## config.mk

```make
export PLATFORM = sky130hd
export DESIGN_NAME = wrbuf_bypass
export DESIGN_NICKNAME = d
export VERILOG_FILES = /design/src/rtl/wrbuf_pkg.sv /design/src/rtl/wrbuf_dpath.sv /design/src/rtl/wrbuf_ctrl.sv /design/src/rtl/wrbuf_bypass.sv
export SDC_FILE = /design/constraint.sdc
export NUM_CORES = 1
export LEC_CHECK = 0
export BUFFER_PORTS_ARGS = -buffer_cell sky130_fd_sc_hd__buf_4
export CAP_MARGIN = 40
export CORE_ASPECT_RATIO = 0.5
export CORE_UTILIZATION = 40
export DETAILED_ROUTE_END_ITERATION = 12
export GPL_TIMING_DRIVEN = 0
export SYNTH_ARGS = -nofsm -noshare
export SYNTH_HDL_FRONTEND = slang
export SYNTH_SLANG_ARGS = --single-unit
```

## constraint.sdc

```tcl
create_clock -name clk -period 5.29 [get_ports clk]
set_input_delay 1.058 -clock clk [delete_from_list [all_inputs] [get_ports clk]]
set_output_delay 1.058 -clock clk [all_outputs]
set_load 0.1 [all_outputs]
```

## src/rtl/wrbuf_pkg.sv

```systemverilog
`timescale 1ns/1ps
package wrbuf_pkg;
  // Strobes from control to datapath
  typedef struct packed {
    logic alloc;  // write store into a fresh entry at the tail
    logic merge;  // fold store into an existing entry
    logic pop;    // head entry leaves through the drain port
  } wbStrobe_t;
endpackage

```

## src/rtl/wrbuf_dpath.sv

```systemverilog
`timescale 1ns/1ps
module wrbuf_dpath
  import wrbuf_pkg::*;
#(
  parameter int unsigned DEPTH    = 4,
  parameter int unsigned DATA_W   = 32,
  parameter int unsigned ADDR_W   = 8,
  parameter int unsigned WORDS    = 4,
  parameter int unsigned IO_MASK  = 'h30,
  parameter int unsigned IO_MATCH = 'h30,
  localparam int unsigned OFF_W   = $clog2(WORDS),
  localparam int unsigned BLK_W   = ADDR_W - OFF_W,
  localparam int unsigned IDX_W   = $clog2(DEPTH)
) (
  input  logic                    clk,
  input  logic                    rst_n,
  input  wbStrobe_t               stb,
  input  logic [IDX_W-1:0]        allocIdx,
  input  logic [IDX_W-1:0]        mergeIdx,
  input  logic [IDX_W-1:0]        headIdx,
  input  logic [DEPTH-1:0]        validVec,
  input  logic [ADDR_W-1:0]       stAddr,
  input  logic [DATA_W-1:0]       stData,
  input  logic [ADDR_W-1:0]       rdAddr,
  output logic [DEPTH-1:0]        stMatchVec,
  output logic [DEPTH-1:0]        rdMatchVec,
  output logic                    stIsIo,
  output logic [BLK_W-1:0]        drBlk,
  output logic [WORDS*DATA_W-1:0] drData,
  output logic [WORDS-1:0]        drMask
);
  logic [BLK_W-1:0]                  entBlk  [DEPTH];
  logic [WORDS-1:0][DATA_W-1:0]      entData [DEPTH];
  logic [WORDS-1:0]                  entMask [DEPTH];
  logic                              entIo   [DEPTH];

  logic [BLK_W-1:0] stBlk, rdBlk;
  logic [OFF_W-1:0] stOff;
  logic [WORDS-1:0] wordSel;

  assign stBlk   = stAddr[ADDR_W-1:OFF_W];
  assign stOff   = stAddr[OFF_W-1:0];
  assign rdBlk   = rdAddr[ADDR_W-1:OFF_W];
  assign stIsIo  = (stBlk & BLK_W'(IO_MASK)) == BLK_W'(IO_MATCH);
  assign wordSel = WORDS'(1) << stOff;

  always_ff @(posedge clk or negedge rst_n) begin
    if (!rst_n) begin
      for (int i = 0; i < DEPTH; i++) begin
        entBlk[i]  <= '0;
        entData[i] <= '0;
        entMask[i] <= '0;
        entIo[i]   <= 1'b0;
      end
    end else begin
      if (stb.alloc) begin
        entBlk[allocIdx]         <= stBlk;
        entIo[allocIdx]          <= stIsIo;
        entMask[allocIdx]        <= wordSel;
        entData[allocIdx][stOff] <= stData;
      end
      if (stb.merge) begin
        entMask[mergeIdx]        <= entMask[mergeIdx] | wordSel;
        entData[mergeIdx][stOff] <= stData;
      end
    end
  end

  // Associative compare against every held entry
  for (genvar g = 0; g < DEPTH; g++) begin : g_cmp
    assign stMatchVec[g] = validVec[g] && !entIo[g] && (entBlk[g] == stBlk);
    assign rdMatchVec[g] = validVec[g] && (entBlk[g] == rdBlk);
  end

  assign drBlk  = entBlk[headIdx];
  assign drData = entData[headIdx];
  assign drMask = entMask[headIdx];

  // a live head entry always carries at least one written word
  a_r4_head_mask_nonempty: assert property (@(posedge clk) disable iff (!rst_n)
    validVec[headIdx] |-> (drMask != '0));

  // I/O entries are never merge targets
  a_r5_io_never_merged: assert property (@(posedge clk) disable iff (!rst_n)
    stb.merge |-> !entIo[mergeIdx]);
endmodule

```

## src/rtl/wrbuf_ctrl.sv

```systemverilog
`timescale 1ns/1ps
module wrbuf_ctrl
  import wrbuf_pkg::*;
#(
  parameter int unsigned DEPTH = 4,
  localparam int unsigned IDX_W = $clog2(DEPTH),
  localparam int unsigned CNT_W = $clog2(DEPTH + 1)
) (
  input  logic             clk,
  input  logic             rst_n,
  input  logic             stValid,
  input  logic             stIsIo,
  input  logic [DEPTH-1:0] stMatchVec,
  input  logic             rdValid,
  input  logic [DEPTH-1:0] rdMatchVec,
  input  logic             drReady,
  input  logic             memRdReady,
  output wbStrobe_t        stb,
  output logic [IDX_W-1:0] allocIdx,
  output logic [IDX_W-1:0] mergeIdx,
  output logic [IDX_W-1:0] headIdx,
  output logic [DEPTH-1:0] validVec,
  output logic             stReady,
  output logic             drValid,
  output logic             memRdValid,
  output logic             rdReady
);
  logic [IDX_W-1:0] headPtr, tailPtr;
  logic [CNT_W-1:0] count;
  logic             rdConflict, bypassRd, holdRd;
  logic             drFire, stFire, canMerge, full;
  logic [DEPTH-1:0] headMask, mergeVec;

  function automatic logic [IDX_W-1:0] nextPtr(input logic [IDX_W-1:0] p);
    return (p == IDX_W'(DEPTH - 1)) ? '0 : p + 1'b1;
  endfunction

  assign rdConflict = |rdMatchVec;
  assign bypassRd   = rdValid && !rdConflict;
  assign holdRd     = rdValid && rdConflict;
  assign full       = (count == CNT_W'(DEPTH));

  // Drain yields to a bypassing read
  assign drValid = (count != '0) && !bypassRd;
  assign drFire  = drValid && drReady;

  always_comb begin
    headMask = '0;
    if (drFire) headMask[headPtr] = 1'b1;
  end

  assign mergeVec = stMatchVec & ~headMask;
  assign canMerge = (|mergeVec) && !stIsIo;

  always_comb begin
    mergeIdx = '0;
    for (int i = 0; i < DEPTH; i++)
      if (mergeVec[i]) mergeIdx = IDX_W'(i);
  end

  assign stReady   = !holdRd && (canMerge || !full);
  assign stFire    = stValid && stReady;
  assign stb.alloc = stFire && !canMerge;
  assign stb.merge = stFire && canMerge;
  assign stb.pop   = drFire;
  assign allocIdx  = tailPtr;
  assign headIdx   = headPtr;

  assign memRdValid = bypassRd;
  assign rdReady    = bypassRd && memRdReady;

  always_ff @(posedge clk or negedge rst_n) begin
    if (!rst_n) begin
      headPtr  <= '0;
      tailPtr  <= '0;
      count    <= '0;
      validVec <= '0;
    end else begin
      if (stb.alloc) tailPtr <= nextPtr(tailPtr);
      if (stb.pop)   headPtr <= nextPtr(headPtr);
      count <= count + CNT_W'(stb.alloc) - CNT_W'(stb.pop);
      for (int i = 0; i < DEPTH; i++) begin
        if (stb.alloc && (tailPtr == IDX_W'(i)))     validVec[i] <= 1'b1;
        else if (stb.pop && (headPtr == IDX_W'(i)))  validVec[i] <= 1'b0;
      end
    end
  end

  a_r3_no_overflow: assert property (@(posedge clk) disable iff (!rst_n)
    count <= CNT_W'(DEPTH));

  a_r3_full_holds: assert property (@(posedge clk) disable iff (!rst_n)
    (full && !drFire) |=> full);

  a_r2_count_tracks: assert property (@(posedge clk) disable iff (!rst_n)
    $countones(validVec) == int'(count));

  a_r4_one_target: assert property (@(posedge clk) disable iff (!rst_n)
    $onehot0(mergeVec));

  a_r6_head_excluded: assert property (@(posedge clk) disable iff (!rst_n)
    (stb.merge && stb.pop) |-> (mergeIdx != headPtr));

  a_r8_hold_drains: assert property (@(posedge clk) disable iff (!rst_n)
    holdRd |-> drValid);
endmodule

```

## src/rtl/wrbuf_bypass.sv

```systemverilog
`timescale 1ns/1ps
module wrbuf_bypass
  import wrbuf_pkg::*;
#(
  parameter int unsigned DEPTH    = 4,
  parameter int unsigned DATA_W   = 32,
  parameter int unsigned ADDR_W   = 8,
  parameter int unsigned WORDS    = 4,
  parameter int unsigned IO_MASK  = 'h30,
  parameter int unsigned IO_MATCH = 'h30,
  localparam int unsigned OFF_W   = $clog2(WORDS),
  localparam int unsigned BLK_W   = ADDR_W - OFF_W,
  localparam int unsigned IDX_W   = $clog2(DEPTH)
) (
  input  logic                    clk,
  input  logic                    rst_n,
  input  logic                    stValid,
  input  logic [ADDR_W-1:0]       stAddr,
  input  logic [DATA_W-1:0]       stData,
  output logic                    stReady,
  input  logic                    rdValid,
  input  logic [ADDR_W-1:0]       rdAddr,
  output logic                    rdReady,
  output logic                    memRdValid,
  output logic [ADDR_W-1:0]       memRdAddr,
  input  logic                    memRdReady,
  output logic                    drValid,
  input  logic                    drReady,
  output logic [BLK_W-1:0]        drAddr,
  output logic [WORDS*DATA_W-1:0] drData,
  output logic [WORDS-1:0]        drMask
);
  wbStrobe_t        stb;
  logic [IDX_W-1:0] allocIdx, mergeIdx, headIdx;
  logic [DEPTH-1:0] validVec, stMatchVec, rdMatchVec;
  logic             stIsIo;

  assign memRdAddr = rdAddr;

  wrbuf_ctrl #(.DEPTH(DEPTH)) ctrl_i (
    .clk(clk), .rst_n(rst_n),
    .stValid(stValid), .stIsIo(stIsIo), .stMatchVec(stMatchVec),
    .rdValid(rdValid), .rdMatchVec(rdMatchVec),
    .drReady(drReady), .memRdReady(memRdReady),
    .stb(stb), .allocIdx(allocIdx), .mergeIdx(mergeIdx), .headIdx(headIdx),
    .validVec(validVec), .stReady(stReady), .drValid(drValid),
    .memRdValid(memRdValid), .rdReady(rdReady)
  );

  wrbuf_dpath #(
    .DEPTH(DEPTH), .DATA_W(DATA_W), .ADDR_W(ADDR_W), .WORDS(WORDS),
    .IO_MASK(IO_MASK), .IO_MATCH(IO_MATCH)
  ) dpath_i (
    .clk(clk), .rst_n(rst_n), .stb(stb),
    .allocIdx(allocIdx), .mergeIdx(mergeIdx), .headIdx(headIdx),
    .validVec(validVec), .stAddr(stAddr), .stData(stData), .rdAddr(rdAddr),
    .stMatchVec(stMatchVec), .rdMatchVec(rdMatchVec), .stIsIo(stIsIo),
    .drBlk(drAddr), .drData(drData), .drMask(drMask)
  );
endmodule

```

==> results of run 1 <==
## cells in the mapped netlist (4+ instances only)
| cell | count |
|---|---|
| mux4_2 | 138 |
| a21oi_2 | 9 |
| nand2_1 | 47 |
| nand2b_1 | 6 |
| buf_2 | 36 |
| nand4_1 | 6 |
| o21ai_4 | 4 |
| o211ai_1 | 5 |
| o21ai_2 | 4 |
| o21a_1 | 4 |
| dfrtp_1 | 567 |
| a21oi_1 | 6 |
| buf_4 | 19 |
| or4_1 | 4 |
| buf_6 | 15 |
| o21ai_0 | 5 |
| clkbuf_1 | 54 |
| xnor2_1 | 20 |
| mux2_1 | 42 |
| a211o_1 | 5 |
| buf_1 | 16 |
| mux2_2 | 431 |
| xor2_1 | 30 |
| inv_1 | 12 |
| mux2_4 | 63 |
| ha_1 | 10 |
| nor2_1 | 11 |
| nor4_1 | 8 |
| mux2i_1 | 28 |
| nand3_1 | 8 |
## cells by family (layout without fill, tap and decap cells)
family | Yosys count | after routing | share of synthesized area [%]
mux | 702 | 702 | 36.77
flops | 567 | 567 | 54.01
buf+inv | 152 | 465 | 3.043
simple gates | 108 | 108 | 2.086
compound gates | 54 | 54 | 1.867
xor+xnor | 50 | 50 | 1.667
fa+ha+maj | 11 | 11 | 0.5525
other cells | 0 | 5 | 0
## registers in the layout, summed over array words and instances, names as in the netlist
signal / flops
ctrl_i.allocIdx: 2
dpath_i.entIo: 4
ctrl_i.count: 3
dpath_i.entData: 512
dpath_i.entMask: 16
ctrl_i.validVec: 4
dpath_i.entBlk: 24
ctrl_i.headIdx: 2
## per-stage QoR
stage,worst slack (ns),hold WS [ns],setup TNS [ns],instance area [sq um],std cells
global route,0.1722,0.3072,0,31010,2832
detailed placement,0.2999,0.4650,0,29240,2733
CTS,0.3246,0.2973,0,31000,2828
global placement,-3.368,0.4625,-1869.69,28810,2707
finish,0.3514,0.3196,0,31010,2833
floorplan,0.2720,0.4421,0,26280,1644
## critical path, stage by stage, from the launching register on
cell	delay, ns
dfrtp_1	0.51
clkbuf_1	0.47
clkbuf_2	0.46
inv_1	0.14
ha_1	0.25
a211o_1	0.31
o41ai_4	0.12
or4_1	0.21
buf_4	0.16
nand2_1	0.11
a31oi_2	0.22
buf_4	0.31
## cell type report
| class | count | area (sq um) |
|---|---|---|
| diodes | 5 | 12.51 |
| plain buffers | 140 | 755.7 |
| clock buffers | 79 | 1615 |
| clock inverters | 16 | 143.9 |
| fillers | 5590 | 32990 |
| inverters | 12 | 45.04 |
| multi-input cells | 925 | 11290 |
| flip-flops and latches | 567 | 14190 |
| well taps | 871 | 1090 |
| repair buffers | 218 | 1873 |
## worst min-delay path by stage
stage,from,end,slack (ns)
5_1_grt,rst_n,dpath_i.entData[198]$_DFF_PN0_,0.31
6_report,rst_n,dpath_i.entData[198]$_DFF_PN0_,0.32
3_3_place_gp,dpath_i.entIo[3]$_DFFE_PN0P_,dpath_i.entIo[3]$_DFFE_PN0P_,0.46
2_1_floorplan,dpath_i.entIo[3]$_DFFE_PN0P_,dpath_i.entIo[3]$_DFFE_PN0P_,0.44
4_1_cts,rst_n,dpath_i.entData[325]$_DFF_PN0_,0.30
3_5_place_dp,dpath_i.entIo[3]$_DFFE_PN0P_,dpath_i.entIo[3]$_DFFE_PN0P_,0.47
## layer usage
metal / GRT usage [%] / vias up / part of all wire [%]
li1: - / 6622 / -
met1: 29.78 / 8026 / 48
met2: 32.42 / 200 / 47
met3: 2.680 / 68 / 3.3
met4: 3.815 / 0 / 1.6
met5: 0 / - / 0
## what timing repair did
action,CTS,global route
endpoints found under the setup margin,1,0
gates resized for setup,1,0
setup buffers,0,0
==> results.cfg, run 1 <==
[status]
outcome = finished, final reports clean

[yosys]
syn_area_sq_um = 26270
syn-num-nets = 1709
synth_cells = 1644
synth_area_leaders = dfrtp_1 (54%), mux2_2 (18%), mux4_2 (12%)
async_flop_share_pct = 100.0
yosysWarnings = 0
synth_seq_cells = 567
yosysUniqueCellTypes = 49
synth_top_area_cell = dfrtp_1
synth_top_area_share_pct = 54.01
synth_ff_type = dfrtp_1
syn_avg_cell_area_sq_um = 15.98
yosysSeqAreaShare_pct = 54.01
synth_edf_count = 0

[cts]
cts_num_sinks = 567
cts_root_buf = clkbuf_16
htreeDepth = 2
cts_tree = done
postCtsHoldBufs = 0
cts_buffer_depth = 3
clk_pin_slew_ns = 0.07
clock_latency_ns = 0.60
numCtsBuffers = 52

[grt]
grt_max_degree = 117
antenna_found_initial = 4
grt_pass1_vias = 15870
grt_usage_pct = 20.28
grt_first_pass_wirelength_um = 101500
grt.overflow.total = 0

[sta]
layout_worst_path_cycle_share_pct = 93.36
worst_pin_slew_ns = 0.9009
setup-violations-final = 0
grt_setup_unrepaired = false
fmax_ghz = 0.2025
fin_crit_ns = 4.939
fin_skew_ns = 0.01701
maxSlewViolCount = 0
relSlewSlack_pct = 39.94
finalHoldViolations = 0

[worst_setup_path]
timing.rr.end = dpath_i.entData[418]$_DFF_PN0_
endpoint_kind = primary output
critPathMaxFanout = 10
cp.required_ns = 4.23
crit_start = ctrl_i.headIdx[1]$_DFFE_PN0P_
critPathCapture = stReady
r2r_start = ctrl_i.headIdx[1]$_DFFE_PN0P_
crit_type = reg2out
r2r_cells = 12
crit_arrival_ns = 3.88
critPathLaunchType = flop
rrSetupSlack_ns = 0.72

[die]
rows = 65
start_util_pct = 41.04
die_y_um = 183.2
dieWidth_um = 364.4
dieArea_sq_um = 66770
ios = 204
core_sq_um = 64010

[route]
vias = 14920
route.antenna.remaining_nets = 0
drc = 0
detail_route.wl_per_cell_um = 23.21
wl_um = 65750
routed_via_density = 5.265
drtIter0Drc = 835
first_pass_iters = 4

[place]
portBuffers = 192
hpwlAfterDp_um = 46270
place_congestion = 0.8086

[cells_and_area]
final_common_cell = dfrtp_1
syn_to_final_growth_pct = 18.06
final_nets = 1981
fin_util_pct = 48.46
drive_gt1_share_pct = 52.84
layout_common_cells = dfrtp_1 (567), mux2_2 (431), buf_4 (210), mux4_2 (138), mux2_4 (63)

[min_path]
hold_path_class = in2async

[flow_run]
cap_viol_max_count = 0
Power of run 1 is left out: the tool's default activity adds up to more than one toggle a clock period on the data nets, which glitch-free logic cannot reach.
==> run 2, diff against run 1 <==
--- a/config.mk
+++ b/config.mk
@@ -9,6 +9,7 @@
 export CAP_MARGIN = 40
 export CORE_ASPECT_RATIO = 0.5
 export CORE_UTILIZATION = 40
+export CTS_BUF_LIST = sky130_fd_sc_hd__clkbuf_2 sky130_fd_sc_hd__clkbuf_4 sky130_fd_sc_hd__clkbuf_8
 export DETAILED_ROUTE_END_ITERATION = 12
 export GPL_TIMING_DRIVEN = 0
 export SYNTH_ARGS = -nofsm -noshare
==> results.cfg, run 2 (synthesis gave the netlist of run 1 again) <==
[sta]
layout_worst_path_cycle_share_pct = 94.51
fin_crit_ns = 5.000
fin_skew_ns = 0.03899
setup-violations-final = 0
relSlewSlack_pct = 40.49
grt_setup_unrepaired = false
fmax_ghz = 0.2000
worst_pin_slew_ns = 0.8926
maxSlewViolCount = 0
finalHoldViolations = 0

[cells_and_area]
reg.largest.list = dpath_i.entData: 512 flops, dpath_i.entBlk: 24 flops, dpath_i.entMask: 16 flops
largest_reg_flops = 512
seq_area_sq_um = 14190
drive_gt1_share_pct = 54.50
layout_common_cells = dfrtp_1 (567), mux2_2 (431), buf_4 (210), mux4_2 (138), clkbuf_8 (115)
multi_input_area_sq_um = 11290
fin_util_pct = 48.56
fill_cells = 5606
syn_to_final_growth_pct = 18.31
finalNonFillerCells = 2884
final_common_cell = dfrtp_1
regMostFlops = dpath_i.entData
final_nets = 2014

[cts]
cts_tree = done
htreeDepth = 3
clock_latency_ns = 0.66
cts_buffer_depth = 3
postCtsHoldBufs = 0
cts_setup_buffers = 0
cts_root_buf = clkbuf_8
numCtsBuffers = 85
cts_num_sinks = 567
clk_pin_slew_ns = 0.07
cts_resized = 1

[worst_setup_path]
crit_type = reg2out
timing.rr.end = dpath_i.entData[426]$_DFF_PN0_
critPathLaunchType = flop
crit_arrival_ns = 3.94
rrSetupSlack_ns = 0.72
critPathMaxFanout = 10
cp.required_ns = 4.23
r2r_start = ctrl_i.headIdx[1]$_DFFE_PN0P_
r2r_cells = 13
endpoint_kind = primary output

[place]
portBuffers = 192
hpwlAfterDp_um = 46270
place_congestion = 0.8086
dp_cells = 2733

[die]
ios = 204
die_y_um = 183.2
rows = 65
start_util_pct = 41.04
dieWidth_um = 364.4
core_sq_um = 64010
dieArea_sq_um = 66770

[status]
outcome = finished, final reports clean

[grt]
grt_pass1_vias = 16160
antenna_found_initial = 2
grt_usage_pct = 20.50
grt_max_degree = 117
grt.overflow.total = 0
grt_first_pass_wirelength_um = 102200

[min_path]
hold_path_class = in2async

[route]
drc = 0
route.antenna.remaining_nets = 0
detail_route.wl_per_cell_um = 22.95
first_pass_iters = 4
routed_via_density = 5.248
wl_um = 66200
drtIter0Drc = 841
vias = 15130

[flow_run]
cap_viol_max_count = 0
==> run 2: cell types whose count changed in the layout (fill, tap and decap cells not counted), sizes merged <==
cell,change
bufinv,-2
clkinv,-9
clkinvlp,-1
clkbuf,+64
diode,-3
inv,+2
==> run 2: cell type report <==
cell class                 count  area share (%)
inverter                      12          0.1449
multi-input combinational    925           36.33
tap                          871           3.506
timing repair buffer         218           6.026
antenna                        2         0.01610
clock inverter                 6          0.1288
clock buffer                 143           5.769
buffer                       140           2.431
sequential                   567           45.65
==> run 2: how the worst max path moves through the flow <==
stage	start	endpoint	slack [ns]	cells past startpoint
global route	ctrl_i.headIdx[1]$_DFFE_PN0P_	stReady	0.10	11
detailed placement	rdAddr[3]	dpath_i.entData[424]$_DFF_PN0_	0.30	13
CTS	ctrl_i.headIdx[1]$_DFFE_PN0P_	stReady	0.24	11
floorplan	rdAddr[3]	stReady	0.27	11
global placement	rst_n	dpath_i.entData[303]$_DFF_PN0_	-3.37	1
finish	ctrl_i.headIdx[1]$_DFFE_PN0P_	stReady	0.29	11
==> run 2: worst max-delay path, cell delays in order, from the launching register on <==
cell and delay (ns):
dfrtp_1 0.50, clkbuf_1 0.46, clkbuf_2 0.46, inv_1 0.14
ha_1 0.25, a211o_1 0.31, o41ai_4 0.12, or4_1 0.21
buf_4 0.16, nand2_1 0.11, a31oi_2 0.22, buf_4 0.31
==> run 2: per-stage QoR <==
step                      setup slack, ns  setup TNS (ns)  instance area, sq um  hold slack (ns)
after floorplan                    0.2720               0                 26280           0.4421
after detailed placement           0.2999               0                 29240           0.4650
after global routing               0.1043               0                 31080           0.2315
after CTS                          0.2445               0                 31080           0.2207
final                              0.2902               0                 31080           0.2634
after global placement             -3.368        -1869.69                 28810           0.4625
==> run 2: per-layer routing <==
layer  track usage (%)  vias up  share of wire [%]
li1                  -     6684                  -
met5                 0        -                  0
met1             29.73     8163                 48
met3             3.303       85                3.0
met4             4.807        0                1.8
met2             32.30      202                 47
Power of run 2 is left out for the same reason.
